==> config.mk <==
export PLATFORM = sky130hd
export DESIGN_NAME = split_interval_timer
export DESIGN_NICKNAME = d
export VERILOG_FILES = /design/src/rtl/sit_pkg.sv /design/src/rtl/sit_preset_hold.sv /design/src/rtl/sit_fast_stage.sv /design/src/rtl/sit_slow_stage.sv /design/src/rtl/split_interval_timer.sv
export SDC_FILE = /design/constraint.sdc
export NUM_CORES = 1
export LEC_CHECK = 0
export BUFFER_PORTS_ARGS = -buffer_cell sky130_fd_sc_hd__buf_2
export CORE_MARGIN = 2
export CORE_UTILIZATION = 55
export CTS_BUF_LIST = sky130_fd_sc_hd__clkbuf_2
export CTS_CLUSTER_DIAMETER = 30
export DETAILED_ROUTE_END_ITERATION = 8
export MAX_ROUTING_LAYER = met4
export PLACE_DENSITY = 0.79
export SYNTH_ARGS = -nofsm -noshare
export SYNTH_HDL_FRONTEND = slang
export SYNTH_SLANG_ARGS = --single-unit
==> constraint.sdc <==
create_clock -name clk_i -period 8.7 [get_ports clk_i]
set_clock_uncertainty 0.05 [all_clocks]
set_input_delay 1.305 -clock clk_i [delete_from_list [all_inputs] [get_ports clk_i]]
set_output_delay 1.305 -clock clk_i [all_outputs]
set_load 0.02 [all_outputs]
==> src/rtl/sit_pkg.sv <==
package sit_pkg;
  localparam int FAST_W_DEF = 8;
  localparam int SLOW_W_DEF = 40;
endpackage

==> src/rtl/sit_preset_hold.sv <==
module sit_preset_hold #(
  parameter int             W       = 48,
  parameter logic [W-1:0]   RST_VAL = 1
) (
  input  logic         clk_i,
  input  logic         rst_ni,
  input  logic         load_i,
  input  logic [W-1:0] preset_i,
  output logic [W-1:0] hold_o,
  output logic [W-1:0] reload_o
);
  localparam logic [W-1:0] ONE     = {{(W-1){1'b0}}, 1'b1};
  localparam logic [W-1:0] RST_EFF = (RST_VAL == '0) ? ONE : RST_VAL;

  logic [W-1:0] hold_q;

  always_ff @(posedge clk_i or negedge rst_ni) begin
    if (!rst_ni)     hold_q <= RST_EFF;
    else if (load_i) hold_q <= (preset_i == '0) ? ONE : preset_i;
  end

  assign hold_o   = hold_q;
  assign reload_o = hold_q - ONE;


  hold_nonzero_chk: assert property (@(posedge clk_i) disable iff (!rst_ni)
    hold_q != '0);


  hold_follows_load_chk: assert property (@(posedge clk_i) disable iff (!rst_ni)
    load_i && (preset_i != '0) |=> hold_q == $past(preset_i));
endmodule

==> src/rtl/sit_fast_stage.sv <==
module sit_fast_stage #(
  parameter int           W       = 8,
  parameter logic [W-1:0] RST_VAL = '0
) (
  input  logic         clk_i,
  input  logic         rst_ni,
  input  logic         reload_i,
  input  logic [W-1:0] reload_val_i,
  output logic         zero_o,
  output logic         wrap_o
);
  logic [W-1:0] cnt_q;

  always_ff @(posedge clk_i or negedge rst_ni) begin
    if (!rst_ni)       cnt_q <= RST_VAL;
    else if (reload_i) cnt_q <= reload_val_i;
    else               cnt_q <= cnt_q - 1'b1;
  end

  assign zero_o = (cnt_q == '0);
  assign wrap_o = zero_o && !reload_i;  // zero -> all-ones, carry into slow stage


  fast_reload_chk: assert property (@(posedge clk_i) disable iff (!rst_ni)
    reload_i |=> cnt_q == $past(reload_val_i));


  fast_step_chk: assert property (@(posedge clk_i) disable iff (!rst_ni)
    !reload_i |=> cnt_q == W'($past(cnt_q) - 1'b1));
endmodule

==> src/rtl/sit_slow_stage.sv <==
module sit_slow_stage #(
  parameter int           W       = 40,
  parameter logic [W-1:0] RST_VAL = '0
) (
  input  logic         clk_i,
  input  logic         rst_ni,
  input  logic         en_i,
  input  logic         reload_i,
  input  logic [W-1:0] reload_val_i,
  output logic         zero_o
);
  logic [W-1:0] cnt_q, cnt_d;
  logic         zero_q;

  always_comb begin
    cnt_d = cnt_q;
    if (reload_i)  cnt_d = reload_val_i;
    else if (en_i) cnt_d = cnt_q - 1'b1;
  end

  // zero flag registered so only one bit reaches the fast path
  always_ff @(posedge clk_i or negedge rst_ni) begin
    if (!rst_ni) begin
      cnt_q  <= RST_VAL;
      zero_q <= (RST_VAL == '0);
    end else begin
      cnt_q  <= cnt_d;
      zero_q <= (cnt_d == '0);
    end
  end

  assign zero_o = zero_q;


  slow_hold_chk: assert property (@(posedge clk_i) disable iff (!rst_ni)
    !en_i && !reload_i |=> $stable(cnt_q));


  slow_no_underflow_chk: assert property (@(posedge clk_i) disable iff (!rst_ni)
    en_i && !reload_i |-> !zero_o);
endmodule

==> src/rtl/split_interval_timer.sv <==
module split_interval_timer
  import sit_pkg::*;
#(
  parameter int                        FAST_W     = FAST_W_DEF,
  parameter int                        SLOW_W     = SLOW_W_DEF,
  parameter logic [FAST_W+SLOW_W-1:0]  RST_PRESET = 300
) (
  input  logic                     clk_i,
  input  logic                     rst_ni,
  input  logic [FAST_W+SLOW_W-1:0] preset_i,
  input  logic                     load_i,
  output logic                     tick_o
);
  localparam int              CNT_W   = FAST_W + SLOW_W;
  localparam logic [CNT_W-1:0] ONE     = {{(CNT_W-1){1'b0}}, 1'b1};
  localparam logic [CNT_W-1:0] RST_EFF = (RST_PRESET == '0) ? ONE : RST_PRESET;
  localparam logic [CNT_W-1:0] RST_CNT = RST_EFF - ONE;

  logic [CNT_W-1:0] hold, reload_val;
  logic             fast_zero, fast_wrap, slow_zero, terminal;

  sit_preset_hold #(.W(CNT_W), .RST_VAL(RST_EFF)) u_hold (
    .clk_i, .rst_ni, .load_i, .preset_i,
    .hold_o(hold), .reload_o(reload_val)
  );

  sit_fast_stage #(.W(FAST_W), .RST_VAL(RST_CNT[FAST_W-1:0])) u_fast (
    .clk_i, .rst_ni,
    .reload_i(terminal), .reload_val_i(reload_val[FAST_W-1:0]),
    .zero_o(fast_zero), .wrap_o(fast_wrap)
  );

  sit_slow_stage #(.W(SLOW_W), .RST_VAL(RST_CNT[CNT_W-1:FAST_W])) u_slow (
    .clk_i, .rst_ni,
    .en_i(fast_wrap), .reload_i(terminal),
    .reload_val_i(reload_val[CNT_W-1:FAST_W]),
    .zero_o(slow_zero)
  );

  assign terminal = fast_zero && slow_zero;
  assign tick_o   = terminal;


  single_pulse_chk: assert property (@(posedge clk_i) disable iff (!rst_ni)
    tick_o && (hold != ONE) |=> !tick_o);


  unit_period_chk: assert property (@(posedge clk_i) disable iff (!rst_ni)
    tick_o && (hold == ONE) |=> tick_o);
endmodule

Yosys cells after proc, flatten, opt, wreduce, memory -nomap -nowiden

Cells that the tools add are included.

Register bits after elaboration: 97
Latch bits: 0
Bits in writable memories: 0
Bits in read-only memories: 0
Input bits: 51
Output and inout bits: 1
Logic and storage cells: 17
Memories: 0

Add/sub/neg operators: 3
$mul: 0
Divide/modulo/power cells: 0
$lt $le $gt $ge: 0
Equality and inequality tests: 0
Shifts and indexed selects: 0
Muxes and demuxes: 4
Bitwise gates (word level): 0
Reduce and logical (&&, ||, !) cells: 6

Operators by type and width:

| kind                  | count |
|---|---|
| $mux 40               | 2 |
| $logic_not 48->1      | 1 |
| $mux 48               | 1 |
| $sub 48x1->48 const B | 1 |
| $logic_not 40->1      | 1 |
| $sub 40x1->40 const B | 1 |
| $logic_not 8->1       | 1 |
| $mux 8                | 1 |
| $sub 8x1->8 const B   | 1 |
| $logic_and 1x1->1     | 2 |
| $logic_not 1->1       | 1 |

Depth between registers and ports, before layout

Gate-level depths: netlist of run 1.

Word-level depth: 7
Mapped depth: 12
Mapped depth without buffers: 11

By module

From an unflattened synthesis of run 1, not the netlist that was laid out.

Cells, all modules: 606
Area total of the unflattened synthesis: 5856.9 um2

Modules (own cells, without submodules):

| module               | times used | cells an instance | area an instance (um2) | seq. area each (um2) |
|---|---|---|---|---|
| sit_preset_hold      | 1          | 260               | 2816.5                 | 1206.2 |
| sit_slow_stage       | 1          | 295               | 2577.5                 | 1027.2 |
| sit_fast_stage       | 1          | 50                | 456.7                  | 205.2 |
| split_interval_timer | 1          | 1                 | 6.3                    | 0.0 |

Least setup slack after synthesis of run 1

Ideal clock, no wire load.

Kind: register to register
Start point: register u_hold.hold_q[22] (netlist: u_hold.hold_o[22])
End point: register u_slow.zero_q (netlist: u_slow.zero_o)
Setup time: 0.096 ns
Arrival: 3.169 ns
Data required time: 8.554 ns
Setup slack: 5.385 ns
Cell stages (with the launch flop): 10
Path buffers: 1
Period minus slack after synthesis: 3.315 ns
Cell sequence: dfrtp_1 -> or4_4 -> or4_1 -> buf_2 -> or4_4 -> nor4_2 -> xnor2_1 -> mux2i_1 -> or4_1 -> nor4_2

Longest elaborated chain between the ends: 3

Ends and longest elaborated chain:

| what                   | RTL line              | source |
|---|---|---|
| from (decl)            | sit_preset_hold.sv:15 | `logic [W-1:0] hold_q;` |
| from (signal assigned) | sit_preset_hold.sv:19 | `else if (load_i) hold_q <= (preset_i == '0) ? ONE : preset_i;` |
| $sub 48x1->48          | sit_preset_hold.sv:23 | `assign reload_o = hold_q - ONE;` |
| $mux 40                | sit_slow_stage.sv:17  | `if (reload_i) cnt_d = reload_val_i;` |
| via u_slow.cnt_d[37]   | sit_slow_stage.sv:12  | `logic [W-1:0] cnt_q, cnt_d;` |
| $logic_not 40->1       | sit_slow_stage.sv:28  | `zero_q <= (cnt_d == '0);` |
| to (signal assigned)   | sit_slow_stage.sv:25  | `zero_q <= (RST_VAL == '0);` |
| to (signal assigned)   | sit_slow_stage.sv:28  |  |
| to (decl)              | sit_slow_stage.sv:13  | `logic zero_q;` |

The timed path passes the listed nets, and every way through them passes these cells.
A chain may end at the register's enable or synchronous reset.

Final worst setup path of run 1

Start point: register u_fast.cnt_q[0]
End point: output port tick_o

Longest elaborated chain between the ends: 2

Ends and longest elaborated chain:

| what                   | RTL line                   | source |
|---|---|---|
| from (decl)            | sit_fast_stage.sv:12       | `logic [W-1:0] cnt_q;` |
| from (signal assigned) | sit_fast_stage.sv:16       | `else if (reload_i) cnt_q <= reload_val_i;` |
| from (signal assigned) | sit_fast_stage.sv:17       | `else cnt_q <= cnt_q - 1'b1;` |
| $logic_not 8->1        | sit_fast_stage.sv:20       | `assign zero_o = (cnt_q == '0);` |
| $logic_and 1x1->1      | split_interval_timer.sv:40 | `assign terminal = fast_zero && slow_zero;` |
| to (decl)              | split_interval_timer.sv:12 | `output logic tick_o` |

Every way passes these cells.

==> results of run 1 <==
[cells by family (layout without fill, tap and decap cells)]
group	after synthesis	count (layout)	share of synthesized area
simple gates	255	255	0.261
flops	97	97	0.409
fa+ha+maj	3	3	0.00630
buf+inv	40	85	0.0313
compound gates	62	62	0.0731
xor+xnor	66	66	0.0970
other cells	0	1	0
mux	67	67	0.122
[critical path, cell delays in order (launching register included)]
cell and delay (ps):
dfstp_2 440, inv_1 70, ha_1 240, nor4b_4 420, nand3_1 170, clkinv_1 70
buf_4 440, buf_2 260
[metrics by stage]
stage	setup slack, ps	hold WS, ps	area [sq um]	util
2_1_floorplan	5390	398	5960	-
3_3_place_gp	5050	468	6280	0.587
3_5_place_dp	5040	470	6280	0.587
4_1_cts	4660	502	6390	0.597
5_1_grt	4450	534	6390	0.597
6_report	4670	497	6390	0.598
[cells in the final DEF (no fill, tap or decap), types with 13 or more instances in the layout]
cell / Yosys / routed
a21oi_1: 13 / 13
buf_2: 1 / 50
dfrtp_1: 88 / 88
inv_1: 14 / 14
mux2_2: 44 / 44
mux2i_1: 23 / 23
nand2_1: 23 / 23
nand3_1: 18 / 18
nand4_1: 17 / 17
nor2_1: 29 / 29
nor3_1: 29 / 29
nor4_1: 64 / 64
o21ai_0: 19 / 19
or3_1: 15 / 15
xnor2_1: 44 / 44
xor2_1: 22 / 22
[sequential cells by signal, summed over array words and instances, names as in the netlist]
signal,flops
u_fast.cnt_q,8
u_hold.hold_o,48
u_slow.cnt_q,40
u_slow.zero_o,1
[layout make-up]
cell class                      instances  area (sq um)
Sequential cell                        97          2440
Clock inverter                          7          61.3
Timing Repair Buffer                   54           280
Inverter                               15          56.3
Multi-Input combinational cell        453          3330
Tap cell                              140           175
Clock buffer                            9          45.0
Antenna cell                            1          2.50
Fill cell                             942          4310
[worst max-delay path by stage]
stage,end,slack (ps),depth (start not counted)
2_1_floorplan,u_slow.zero_o,5390,9
3_3_place_gp,u_slow.zero_o,5050,8
3_5_place_dp,u_slow.zero_o,5040,8
4_1_cts,tick_o,4660,7
5_1_grt,tick_o,4450,7
6_report,tick_o,4670,7
[layer usage]
| metal | part of all wire | global-route usage |
|---|---|---|
| met3 | 0.058 | 0.0380 |
| met5 | 0 | - |
| met2 | 0.46 | 0.424 |
| met1 | 0.46 | 0.410 |
| met4 | 0.026 | 0.0989 |
[power groups by stage]
stage | sequential, mW | clock [mW] | combinational (mW)
2_1_floorplan | 0.505 | 0 | 0.0577
3_3_place_gp | 0.513 | 0 | 0.0929
3_5_place_dp | 0.515 | 0 | 0.0957
4_1_cts | 0.507 | 0.216 | 0.0961
5_1_grt | 0.513 | 0.236 | 0.106
6_report | 0.508 | 0.214 | 0.0963
==> impl_metrics.ini, run 1 <==
[status]
status = completed

[synthesis]
syn_inst = 590
synth_largest_area_cell = dfrtp_1
synth_edf_count = 0
synth_top_area_share = 0.370
synth_cell_types = 67
yosysWarnings = 0
ys_ff_latch = 97
yosysSeqAreaShare = 0.409
yosys-top-cells-count = 88 x dfrtp_1, 64 x nor4_1, 44 x mux2_2, 44 x xnor2_1
synthMostInstantiatedCell = dfrtp_1
avgSynthCellArea_sq_um = 10.1
syn_nets = 644
synth_area_leaders = dfrtp_1 37%, mux2_2 8.3%, nor4_1 6.7%, xnor2_1 6.5%, dfstp_2 4.0%
async_flop_share = 1.00
synth_flop_cell = dfrtp_1
syn_area_sq_um = 5960

[power_and_ir_drop]
p_per_area_nw_per_um2 = 128
swShare = 0.285
clockPowerShare = 0.262
peakVddDrop_v = 0.0000939
combPwrFrac = 0.118
p_leak_nw = 2.13
pwr-share-seq = 0.620
switchingPower_uw = 233
totalPowerFinal_uw = 818
p_int_uw = 585

[detailed_routing]
wl_um = 15300
drt_iter0_drc = 384
vias = 4945
drt-vias-per-instance = 6.37
drt_pass1_iterations = 6
drc = 0
antenna_left = 0
wire_per_inst_um = 19.7

[cts]
clk_pin_slew_ps = 250
cts_tree = done
cts_root_buffer = clkbuf_2
cts_setup_buffers = 0
clock_latency_ps = 580
cts_hold_buf = 0
numCtsBuffers = 9
cts_sinks = 97
clock_path_buffers = 2
ctsResizeCount = 0
cts_max_level = 3

[timing]
period_minus_slack_ps = 4030
finalCritPeriodShare = 0.463
setup_viol = 0
tns_ps = 0
finalHoldViolCount = 0
fmax_ghz = 0.248
drv_slew = 0
worst_pin_slew_ps = 1040
rsz0062_at_grt = false
max_slew_margin = 0.307

[floorplan]
core-area_sq_um = 10700
die-area_sq_um = 11700
die_h_um = 108
start_util = 0.557
row_count = 38
die_x_um = 108
io_pins = 52

[setup_path]
start_kind = flip-flop
worstPathRequired_ps = 7340
ff2ff_setup_slack_ps = 4930
crit_arrival_ps = 2680
r2r_start = u_hold.hold_o[9]
r2r_cells = 8
cp_max_fo = 43
worstSetupPathType = flip-flop to primary output
r2r-end = u_slow.zero_o
startpoint = u_fast.cnt_q[0]
endpoint_kind = primary output

[final_layout]
fin_nets = 684
instances_no_fill = 776
drive_above_1_share = 0.239
area_growth_pct = 7.29

[placement]
place_congestion = 0.955
dpl.cell_count = 759
portBuffers = 51
place.detailed.hpwl_um = 11600

[global_routing]
grt_pass1_wl_um = 24800
grt-ovfl-total = 0
grt_max_degree = 54
grt_pass1_vias = 4665
grt_usage = 0.287
antenna_found_initial = 0

[min_path]
hold_depth = 1
min_from = u_hold.hold_o[0]
hold_end = u_fast.cnt_q[0]
hold_path.class = flip-flop to flip-flop

[job]
drv_cap = 0
No activity file was read; power rests on OpenSTA's default activity.
==> run 2, diff against run 1 <==
Clock period 8.7 ns to 3.8 ns, I/O delays scaled along.
==> run 2 against run 1 <==
Effect of this change: sequential cell count did not move; first-iteration DRC count down 20%; die area unchanged; critical path depth is the same; sequential power up 130%; critical endpoint unchanged; largest power group unchanged.
==> impl_metrics.ini, run 2 (synthesized netlist as in run 1, its figures left out) <==
[setup_path]
cp_max_fo = 24
crit_arrival_ps = 2870
r2r_cells = 8
worstSetupPathType = flip-flop to primary output
worstPathRequired_ps = 3180
start_kind = flip-flop
endpoint_kind = primary output
ff2ff_setup_slack_ps = 310

[timing]
rsz0062_at_grt = false
setup_viol = 0
max_slew_margin = 0.297
worst_pin_slew_ps = 1050
fin_hold_ws_ps = 178
period_minus_slack_ps = 3490
tns_ps = 0
finalHoldViolCount = 0
fmax_ghz = 0.286
drv_slew = 0
worst_slack_ps = 307
finalCritPeriodShare = 0.919

[placement]
place_congestion = 0.976
place_area_sq_um = 6420
post-place-ws_ps = 337
place.detailed.hpwl_um = 11600
dpl.cell_count = 775
portBuffers = 51

[global_routing]
use_met3 = 0.0530
grt_use_met2 = 0.429
grt_max_degree = 98
grt_usage = 0.284
grt_pass1_wl_um = 24900
antenna_found_initial = 0
grt_pass1_vias = 4885
grt_util_met1 = 0.389
grt-ovfl-total = 0
grt.busiest_layer = met2

[power_and_ir_drop]
totalPowerFinal_mw = 1.95
swShare = 0.270
p_int_mw = 1.42
clockPowerShare = 0.286
switchingPower_uw = 526
p_per_area_nw_per_um2 = 297
p_leak_nw = 2.23
combPwrFrac = 0.115
pwr-share-seq = 0.599
peakVddDrop_v = 0.000273

[detailed_routing]
drc = 0
wl_um = 15400
drt_pass1_iterations = 5
drt_iter0_drc = 307
drt-vias-per-instance = 6.47
antenna_left = 0
vias = 5123
wire_per_inst_um = 19.5

[cts]
cts_setup_buffers = 0
cts_tree = done
ctsResizeCount = 0
cts_root_buffer = clkbuf_2
clk_pin_slew_ps = 230
clock_path_buffers = 2
clock_latency_ps = 560
numCtsBuffers = 9
cts_sinks = 97
cts_max_level = 3
cts_hold_buf = 1

[final_layout]
final_cell_area_sq_um = 6560
fin_nets = 701
instances_no_fill = 792
drive_above_1_share = 0.259
area_growth_pct = 10.0
final_cell_mix = 88 x dfrtp_1, 64 x nor4_1, 50 x buf_2
antennaDiodeCount = 0
utilization = 0.613
final_common_cell = dfrtp_1
largest_reg_flops = 48

[floorplan]
core-area_sq_um = 10700
die_x_um = 108
die_h_um = 108
start_util = 0.557
io_pins = 52
die-area_sq_um = 11700
row_count = 38

[min_path]
hold_depth = 3
hold_path.class = primary input to flip-flop

[status]
status = completed

[job]
drv_cap = 0
run 2: layout make-up:
| cell class | instances | area, sq um |
|---|---|---|
| Timing Repair Buffer | 71 | 423 |
| Fill cell | 865 | 4140 |
| Clock buffer | 12 | 60.1 |
| Sequential cell | 97 | 2440 |
| Inverter | 15 | 56.3 |
| Clock inverter | 4 | 70.1 |
| Multi-Input combinational cell | 453 | 3330 |
| Tap cell | 140 | 175 |
run 2: path summary, 6_finish.rpt:
kind	from	endpoint
worst min register to register	u_hold.hold_o[0]	u_fast.cnt_q[0]
worst max-delay path	u_fast.cnt_q[0]	tick_o
max in group asynchronous	rst_ni	u_fast.cnt_q[3]
worst min-delay path	preset_i[44]	u_hold.hold_o[44]
worst max register to register	u_hold.hold_o[22]	u_slow.zero_o
min in group asynchronous	rst_ni	u_hold.hold_o[32]
run 2: worst max-delay path, cell delays in order (launching register included):
cell,delay [ps]
dfstp_2,430
inv_1,70
ha_1,250
nor4b_4,410
nand3_1,490
clkinv_1,170
buf_4,290
buf_2,220
run 2: power by group through the flow:
stage	logic [mW]	clock network, mW	registers [mW]
2_1_floorplan	0.132	0	1.16
3_3_place_gp	0.214	0	1.18
3_5_place_dp	0.221	0	1.18
4_1_cts	0.224	0.571	1.16
5_1_grt	0.247	0.611	1.18
6_report	0.225	0.557	1.17
run 2: layer usage:
metal / up-vias / part of all wire / wire, um
met5: - / 0 / 0
met4: 0 / 0.029 / 444
met3: 44 / 0.072 / 1120
met2: 236 / 0.46 / 7140
met1: 2495 / 0.44 / 6740
li1: 2348 / - / -
